===== src/rtl/frs_pkg.sv =====
package frs_pkg;

    typedef enum logic [1:0] {
        ST_PASS    = 2'd0,
        ST_DRAIN   = 2'd1,
        ST_RESET   = 2'd2,
        ST_RECOVER = 2'd3
    } frs_state_e;

    typedef struct packed {
        frs_state_e state;
        logic       recovered;
    } frs_regs_t;

endpackage


===== src/rtl/frs_err_detect.sv =====
module frs_err_detect #(
    parameter int                  STATUS_W = 3,
    parameter logic [STATUS_W-1:0] ERR_CODE = 3'b100
) (
    input  logic [STATUS_W-1:0] status,
    output logic                err
);

    always_comb begin
        err = (status == ERR_CODE);
    end

endmodule


===== src/rtl/frs_run_counter.sv =====
module frs_run_counter #(
    parameter int LIMIT = 16
) (
    input  logic clk,
    input  logic rst,
    input  logic clear,
    input  logic inc,
    output logic done
);

    localparam int CW = (LIMIT > 1) ? $clog2(LIMIT) : 1;
    localparam logic [CW-1:0] LAST = CW'(LIMIT - 1);

    logic [CW-1:0] cnt_d, cnt_q;

    always_comb begin
        done  = inc && (cnt_q == LAST);
        cnt_d = cnt_q;
        if (clear || done) begin
            cnt_d = '0;
        end else if (inc) begin
            cnt_d = cnt_q + CW'(1);
        end
    end

    always_ff @(posedge clk) begin
        if (rst) begin
            cnt_q <= '0;
        end else begin
            cnt_q <= cnt_d;
        end
    end

endmodule


===== src/rtl/frs_stream_mux.sv =====
module frs_stream_mux #(
    parameter int DATA_W = 8
) (
    input  logic              pass,
    input  logic              drain,
    input  logic              up_valid,
    input  logic [DATA_W-1:0] up_data,
    input  logic              dn_ready,
    output logic              up_ready,
    output logic              dn_valid,
    output logic [DATA_W-1:0] dn_data
);

    always_comb begin
        if (pass) begin
            up_ready = dn_ready;
            dn_valid = up_valid;
            dn_data  = up_data;
        end else begin
            up_ready = drain;
            dn_valid = 1'b0;
            dn_data  = '0;
        end
    end

endmodule


===== src/rtl/flush_reset_seq.sv =====
module flush_reset_seq #(
    parameter int DATA_W      = 8,
    parameter int IDLE_CYCLES = 16,
    parameter int RST_CYCLES  = 4
) (
    input  logic              clk,
    input  logic              rst,
    input  logic              up_valid,
    input  logic [DATA_W-1:0] up_data,
    output logic              up_ready,
    output logic              dn_valid,
    output logic [DATA_W-1:0] dn_data,
    input  logic              dn_ready,
    input  logic [2:0]        ctl_status,
    output logic              ctl_reset,
    output logic              busy,
    output logic              recovered,
    input  logic              recovered_clr
);

    import frs_pkg::*;

    frs_regs_t r_d, r_q;
    frs_state_e state_q;

    logic err_seen;
    logic in_drain, in_reset, in_pass;
    logic quiet_done, pulse_done;

    assign state_q  = r_q.state;
    assign in_pass  = (r_q.state == ST_PASS);
    assign in_drain = (r_q.state == ST_DRAIN);
    assign in_reset = (r_q.state == ST_RESET);

    frs_err_detect #(
        .STATUS_W (3),
        .ERR_CODE (3'b100)
    ) u_err (
        .status (ctl_status),
        .err    (err_seen)
    );

    frs_run_counter #(
        .LIMIT (IDLE_CYCLES)
    ) u_quiet (
        .clk   (clk),
        .rst   (rst),
        .clear (!in_drain || up_valid),
        .inc   (in_drain && !up_valid),
        .done  (quiet_done)
    );

    frs_run_counter #(
        .LIMIT (RST_CYCLES)
    ) u_pulse (
        .clk   (clk),
        .rst   (rst),
        .clear (!in_reset),
        .inc   (in_reset),
        .done  (pulse_done)
    );

    frs_stream_mux #(
        .DATA_W (DATA_W)
    ) u_mux (
        .pass     (in_pass),
        .drain    (in_drain),
        .up_valid (up_valid),
        .up_data  (up_data),
        .dn_ready (dn_ready),
        .up_ready (up_ready),
        .dn_valid (dn_valid),
        .dn_data  (dn_data)
    );

    always_comb begin
        r_d = r_q;
        if (recovered_clr) begin
            r_d.recovered = 1'b0;
        end
        unique case (r_q.state)
            ST_PASS: begin
                if (err_seen) begin
                    r_d.state = ST_DRAIN;
                end
            end
            ST_DRAIN: begin
                if (quiet_done) begin
                    r_d.state = ST_RESET;
                end
            end
            ST_RESET: begin
                if (pulse_done) begin
                    r_d.state = ST_RECOVER;
                end
            end
            ST_RECOVER: begin
                r_d.state     = ST_PASS;
                r_d.recovered = 1'b1;
            end
            default: r_d.state = ST_PASS;
        endcase
    end

    always_ff @(posedge clk) begin
        if (rst) begin
            r_q <= '{state: ST_PASS, recovered: 1'b0};
        end else begin
            r_q <= r_d;
        end
    end

    assign ctl_reset = in_reset;
    assign busy      = !in_pass;
    assign recovered = r_q.recovered;

endmodule


===== config.mk =====
export PLATFORM = sky130hd
export DESIGN_NAME = flush_reset_seq
export DESIGN_NICKNAME = d
export VERILOG_FILES = /design/src/rtl/frs_pkg.sv /design/src/rtl/frs_err_detect.sv /design/src/rtl/frs_run_counter.sv /design/src/rtl/frs_stream_mux.sv /design/src/rtl/flush_reset_seq.sv
export SDC_FILE = /design/constraint.sdc
export NUM_CORES = 1
export LEC_CHECK = 0
export BUFFER_PORTS_ARGS = -buffer_cell sky130_fd_sc_hd__buf_2
export CORE_MARGIN = 1
export CORE_UTILIZATION = 40
export DETAILED_ROUTE_END_ITERATION = 12
export GPL_TIMING_DRIVEN = 0
export PLACE_DENSITY = 0.77
export SKIP_CTS_REPAIR_TIMING = 1
export SLEW_MARGIN = 20
export SYNTH_ARGS = -nofsm -noshare
export SYNTH_HDL_FRONTEND = slang
export SYNTH_SLANG_ARGS = --single-unit

===== constraint.sdc =====
create_clock -name clk -period 1.7 [get_ports clk]
set_clock_uncertainty 0.15 [all_clocks]
set_input_delay 0.34 -clock clk [delete_from_list [all_inputs] [get_ports clk]]
set_output_delay 0.34 -clock clk [all_outputs]
set_load 0.01 [all_outputs]

== Word level (Yosys, flattened, before mapping) ==
Index checks and enable logic that the tools add are counted.
Word-level totals
  bits in registers: 9
  bits in latches: 0
  bits in writable memories: 0
  memory bits (read-only): 0
  input port bits: 16
  output and inout port bits: 13
  word-level logic and storage cells: 39
  memories kept: 0
Operators by class
  add/subtract/negate cells: 2
  multipliers: 0
  div/mod/pow operators: 0
  magnitude comparators: 0
  equality and inequality tests: 9
  shift-type cells: 0
  mux-type cells: 9
  bitwise logic cells: 0
  reductions and logical operators: 15
Operator list (count)
  2-to-1 mux 8 bit: 1
  case mux 2 bit (4 select lines): 1
  equality test 2 bit, second input constant: 3
  2-to-1 mux 2 bit: 3
  adder 4 x 1 -> 4 bit, second input constant: 1
  equality test 4 bit, second input constant: 1
  zero test 1 bit: 4
  2-to-1 mux 1 bit: 4
  != test 2 x 1 -> 1 bit, second input constant: 2
  OR reduction 2 bit: 2
  equality test 3 bit, second input constant: 1
  logical AND 1 bit: 3
  logical OR 1 bit: 3
  AND reduction 3 bit: 1
  adder 2 x 1 -> 2 bit, second input constant: 1
  equality test 2 x 1 -> 1 bit, second input constant: 1
  zero test 2 bit: 1
  != test 2 bit, second input constant: 1
  nonzero test 2 bit: 1

== Depth between registers and ports, before layout ==
  depth after elaboration: 5
  mapped depth: 5
  gate-level depth less buffers: 5

== Cells and area by module ==
A second synthesis with hierarchy kept.
Second synthesis, totals
  cells, all modules: 61
  area total of the unflattened synthesis: 581.8 sq um
Modules (own cells, without submodules)
  flush_reset_seq: times used 1, cells each 23, area each 201.4 sq um, seq. area each 60.1 sq um
  frs_run_counter (u_quiet): times used 1, cells each 17, area each 177.7 sq um, seq. area each 80.1 sq um
  frs_run_counter (u_pulse): times used 1, cells each 10, area each 107.6 sq um, seq. area each 40.0 sq um
  frs_stream_mux: times used 1, cells each 10, area each 82.6 sq um, seq. area each 0.0 sq um
  frs_err_detect: times used 1, cells each 1, area each 12.5 sq um, seq. area each 0.0 sq um

== Worst setup path before layout ==
No wires, ideal clock.
  kind: register to output
  start point: reg r_q (netlist bit state_q[0])
  end point: out dn_data[0]
  arrival time: 1.033 ns
  slack: 0.177 ns
  cell stages (with the launch flop): 5
  path through: dfxtp_1 -> inv_1 -> ha_1 -> clkbuf_1 -> and2_1
Between the ends
  word-level cells in the longest chain between the ends: 2
Ends and longest elaborated chain
  from (decl): line flush_reset_seq.sv:23  | frs_regs_t r_d, r_q;
  from (signal assigned): line flush_reset_seq.sv:107  | r_q <= '{state: ST_PASS, recovered: 1'b0};
  from (signal assigned): line flush_reset_seq.sv:109  | r_q <= r_d;
  zero test 2 bit: line flush_reset_seq.sv:31  | assign in_pass = (r_q.state == ST_PASS);
  2-to-1 mux 8 bit: line frs_stream_mux.sv:15  | if (pass) begin
  to (decl): line flush_reset_seq.sv:12  | output logic [DATA_W-1:0] dn_data,
No other way between the ends.

== Worst setup path in the final report ==
  start point: reg r_q (netlist bit state_q[1])
  end point: out up_ready
Between the ends
  word-level cells in the longest chain between the ends: 2
  elaborated cells on any way between the ends: 3
  classes of those cells: eq/ne: 1; mux: 1; reduce/logical: 1
Ends and longest elaborated chain
  equality test 2 x 1 -> 1 bit / zero test 2 bit (equally long branches): line flush_reset_seq.sv:32, flush_reset_seq.sv:31
  2-to-1 mux 1 bit (*): line frs_stream_mux.sv:15
  to (decl): line flush_reset_seq.sv:10  | output logic up_ready,
Every way passes the cells marked *; elsewhere a longest branch is shown, timed or not.

==> reports/metrics.json <==
{
  "synth_area_leaders": "dfxtp_1, ha_1, and2_1",
  "num-nets-final": 111,
  "vias": 496,
  "first_global_vias": 368,
  "grt_pass1_wl_um": 1320,
  "die_y_extent_um": 38.3,
  "synth_enable_flop_cells": 0,
  "synth.yosys.warnings": 0,
  "timing_worst_slew_pin_value_ns": 0.333,
  "max-cap-violations": 0,
  "proportion_of_netlist_area_held_by_the_largest_area_contributor": 0.341,
  "synth_area_per_cell_um2": 9.60,
  "failed_checks": "negative setup slack",
  "ir_drop_uv": 637,
  "finalSetupTns_ns": -0.182,
  "crit_path_start_kind": "flop",
  "clock.fmax_mhz": 570,
  "run_status": "finished, violations left",
  "worstPathRequired_ns": 1.21,
  "post_synth_instance_area_um2": 528,
  "finalCritPeriodShare": 1.03,
  "synth_top_cell_by_area": "dfxtp_1",
  "n_antenna_cell": 0,
  "clockRootBuffer": "clkbuf_4",
  "worstSetupPathType": "flop to primary output",
  "crit_path_max_fanout": 4,
  "clk_pin_slew_worst_paths_ns": 0.06,
  "min-delay-path-class": "primary input to flop",
  "synth_top_cells_by_count": "and2_1, dfxtp_1, ha_1",
  "io_pins": 29,
  "die_area_um2": 1470,
  "first_pass_iters": 2,
  "numCtsBuffers": 3,
  "postSynth.asyncResetShare": 0,
  "tritoncts": "done",
  "setup_repair_after_global_routing_missed_its_margin": "yes",
  "fillerInstances": 91,
  "clk_latency_ns": 0.25,
  "route.detailed.vias_per_inst": 4.86,
  "fp-row-count": 12,
  "numClockSinks": 9,
  "post_route_cells_drive_above_1_share": 0.545,
  "dpl.hpwl_um": 725,
  "synth_seq_cells": 9,
  "power_w": 0.000962,
  "grt_antenna_before_repair": 0,
  "routed_wire_length_per_instance_um": 10.4,
  "initial_utilization": 0.451,
  "timing.slew.headroom": 0.778,
  "dpl.cell_count": 97,
  "route.antenna.remaining_nets": 0,
  "worst-endpoint-arrival_ns": 1.26,
  "clock_path_buffers": 2,
  "largest_net_degree_at_the_start_of_global_routing": 11,
  "power_density_nw_per_um2": 1180,
  "growth_of_design_area_from_synthesis_to_finish_pct": 54.7,
  "track_usage": 0.125,
  "multi_input_comb_area_um2": 359,
  "synth_sequential_area_ratio": 0.341,
  "layout.area.seq_um2": 188,
  "power_leakage_nw": 0.400,
  "number_of_failing_hold_endpoints_at_the_final_stage": 0,
  "overall_routed_net_length_um": 1070,
  "globalRoute.totalOverflow": 0,
  "layout_min_cycle_time_ns": 1.75,
  "drt_first_iter_violations": 2,
  "post-route-drc-count": 0,
  "cts.htree.levels": 1,
  "holdWs_ns": 0.211,
  "placement.io_buffers": 28,
  "critPathCaptureType": "primary output",
  "final_std_cells_w_o_fill": 102,
  "synth_cell_types": 23,
  "die_w_um": 38.3,
  "netlist_instances": 55,
  "most_frequently_used_flop_master_after_synthesis": "dfxtp_1",
  "globalplace.congestion": 0.710,
  "finalMaxSlewViolations": 0,
  "postSynthNetCount": 77,
  "core_region_area_um2": 1170,
  "final_critical_path_setup_slack_ns": -0.0548,
  "setup_viol": 10
}
-- area by class of cell --
type,instances,share of cell area
Inverter,5,0.0291
Clock buffer,4,0.0322
Timing Repair Buffer,29,0.234
Buffer,1,0.0138
Multi-Input combinational cell,40,0.440
Tap cell,14,0.0214
Sequential cell,9,0.230
-- final timing paths --
| kind | from | end | slack, ns | cells past startpoint |
|---|---|---|---|---|
| worst max-delay path | state_q[1] | up_ready | -0.05 | 4 |
| worst min-delay path | rst | recovered | 0.21 | 2 |
| worst max register to register | state_q[0] | state_q[1] | 0.19 | 5 |
| worst min register to register | u_pulse.cnt_q[0] | u_pulse.cnt_q[0] | 0.29 | 1 |
-- critical path, cell delays in order (launching register included) --
cell and delay [ns]:
dfxtp_4 0.36, inv_4 0.06, ha_4 0.17, mux2_4 0.31, buf_6 0.12
-- cells in the final DEF (no fill, tap or decap), types with 3 or more instances in the layout --
| master | netlist | routed |
|---|---|---|
| buf_2 | 0 | 21 |
| nand2b_1 | 4 | 4 |
| inv_1 | 5 | 3 |
| ha_1 | 6 | 4 |
| and2_4 | 0 | 6 |
| nor2_1 | 3 | 3 |
| and2_1 | 9 | 3 |
| dfxtp_1 | 9 | 7 |
| clkbuf_4 | 0 | 3 |
| buf_6 | 0 | 8 |
-- routing by layer --
metal,vias to the layer above,routed length [um],global-route usage
met1,218,482,0.136
met5,-,0,0
met4,0,0,0.0259
met3,0,106,0.0349
met2,26,477,0.237
li1,252,-,-
-- flip-flops by register name, indices dropped and copies added (netlist names) --
register       flops
recovered          1
u_quiet.cnt_q      4
state_q            2
u_pulse.cnt_q      2
-- power breakdown --
part | internal (W) | switching (W) | total [W] | leakage (nW)
logic | 0.000321 | 0.000224 | 0.000546 | 0.311
clock network | 0.0000899 | 0.0000660 | 0.000156 | 0.0150
registers | 0.000237 | 0.0000235 | 0.000261 | 0.0742
-- through the flow --
stage	cell area [um2]	setup slack, ns	utilization
after floorplan	528	0.177	-
after global placement	686	0.00437	0.585
after detailed placement	686	-0.0262	0.585
after CTS	712	-0.310	0.608
after global routing	817	-0.101	0.698
final	817	-0.0548	0.698
-- logic make-up (layout without fill, tap and decap cells) --
family	Yosys count	after routing	synth area share
muxes	3	3	0.0592
DFF	9	9	0.341
and+or+nand+nor	24	24	0.287
xor gates and xnor gates	1	1	0.0166
AOI/OAI and AO/OA	6	6	0.111
buffers and inverters	6	39	0.0427
adders and majority gates	6	6	0.142
(Power assumes the default switching activity.)
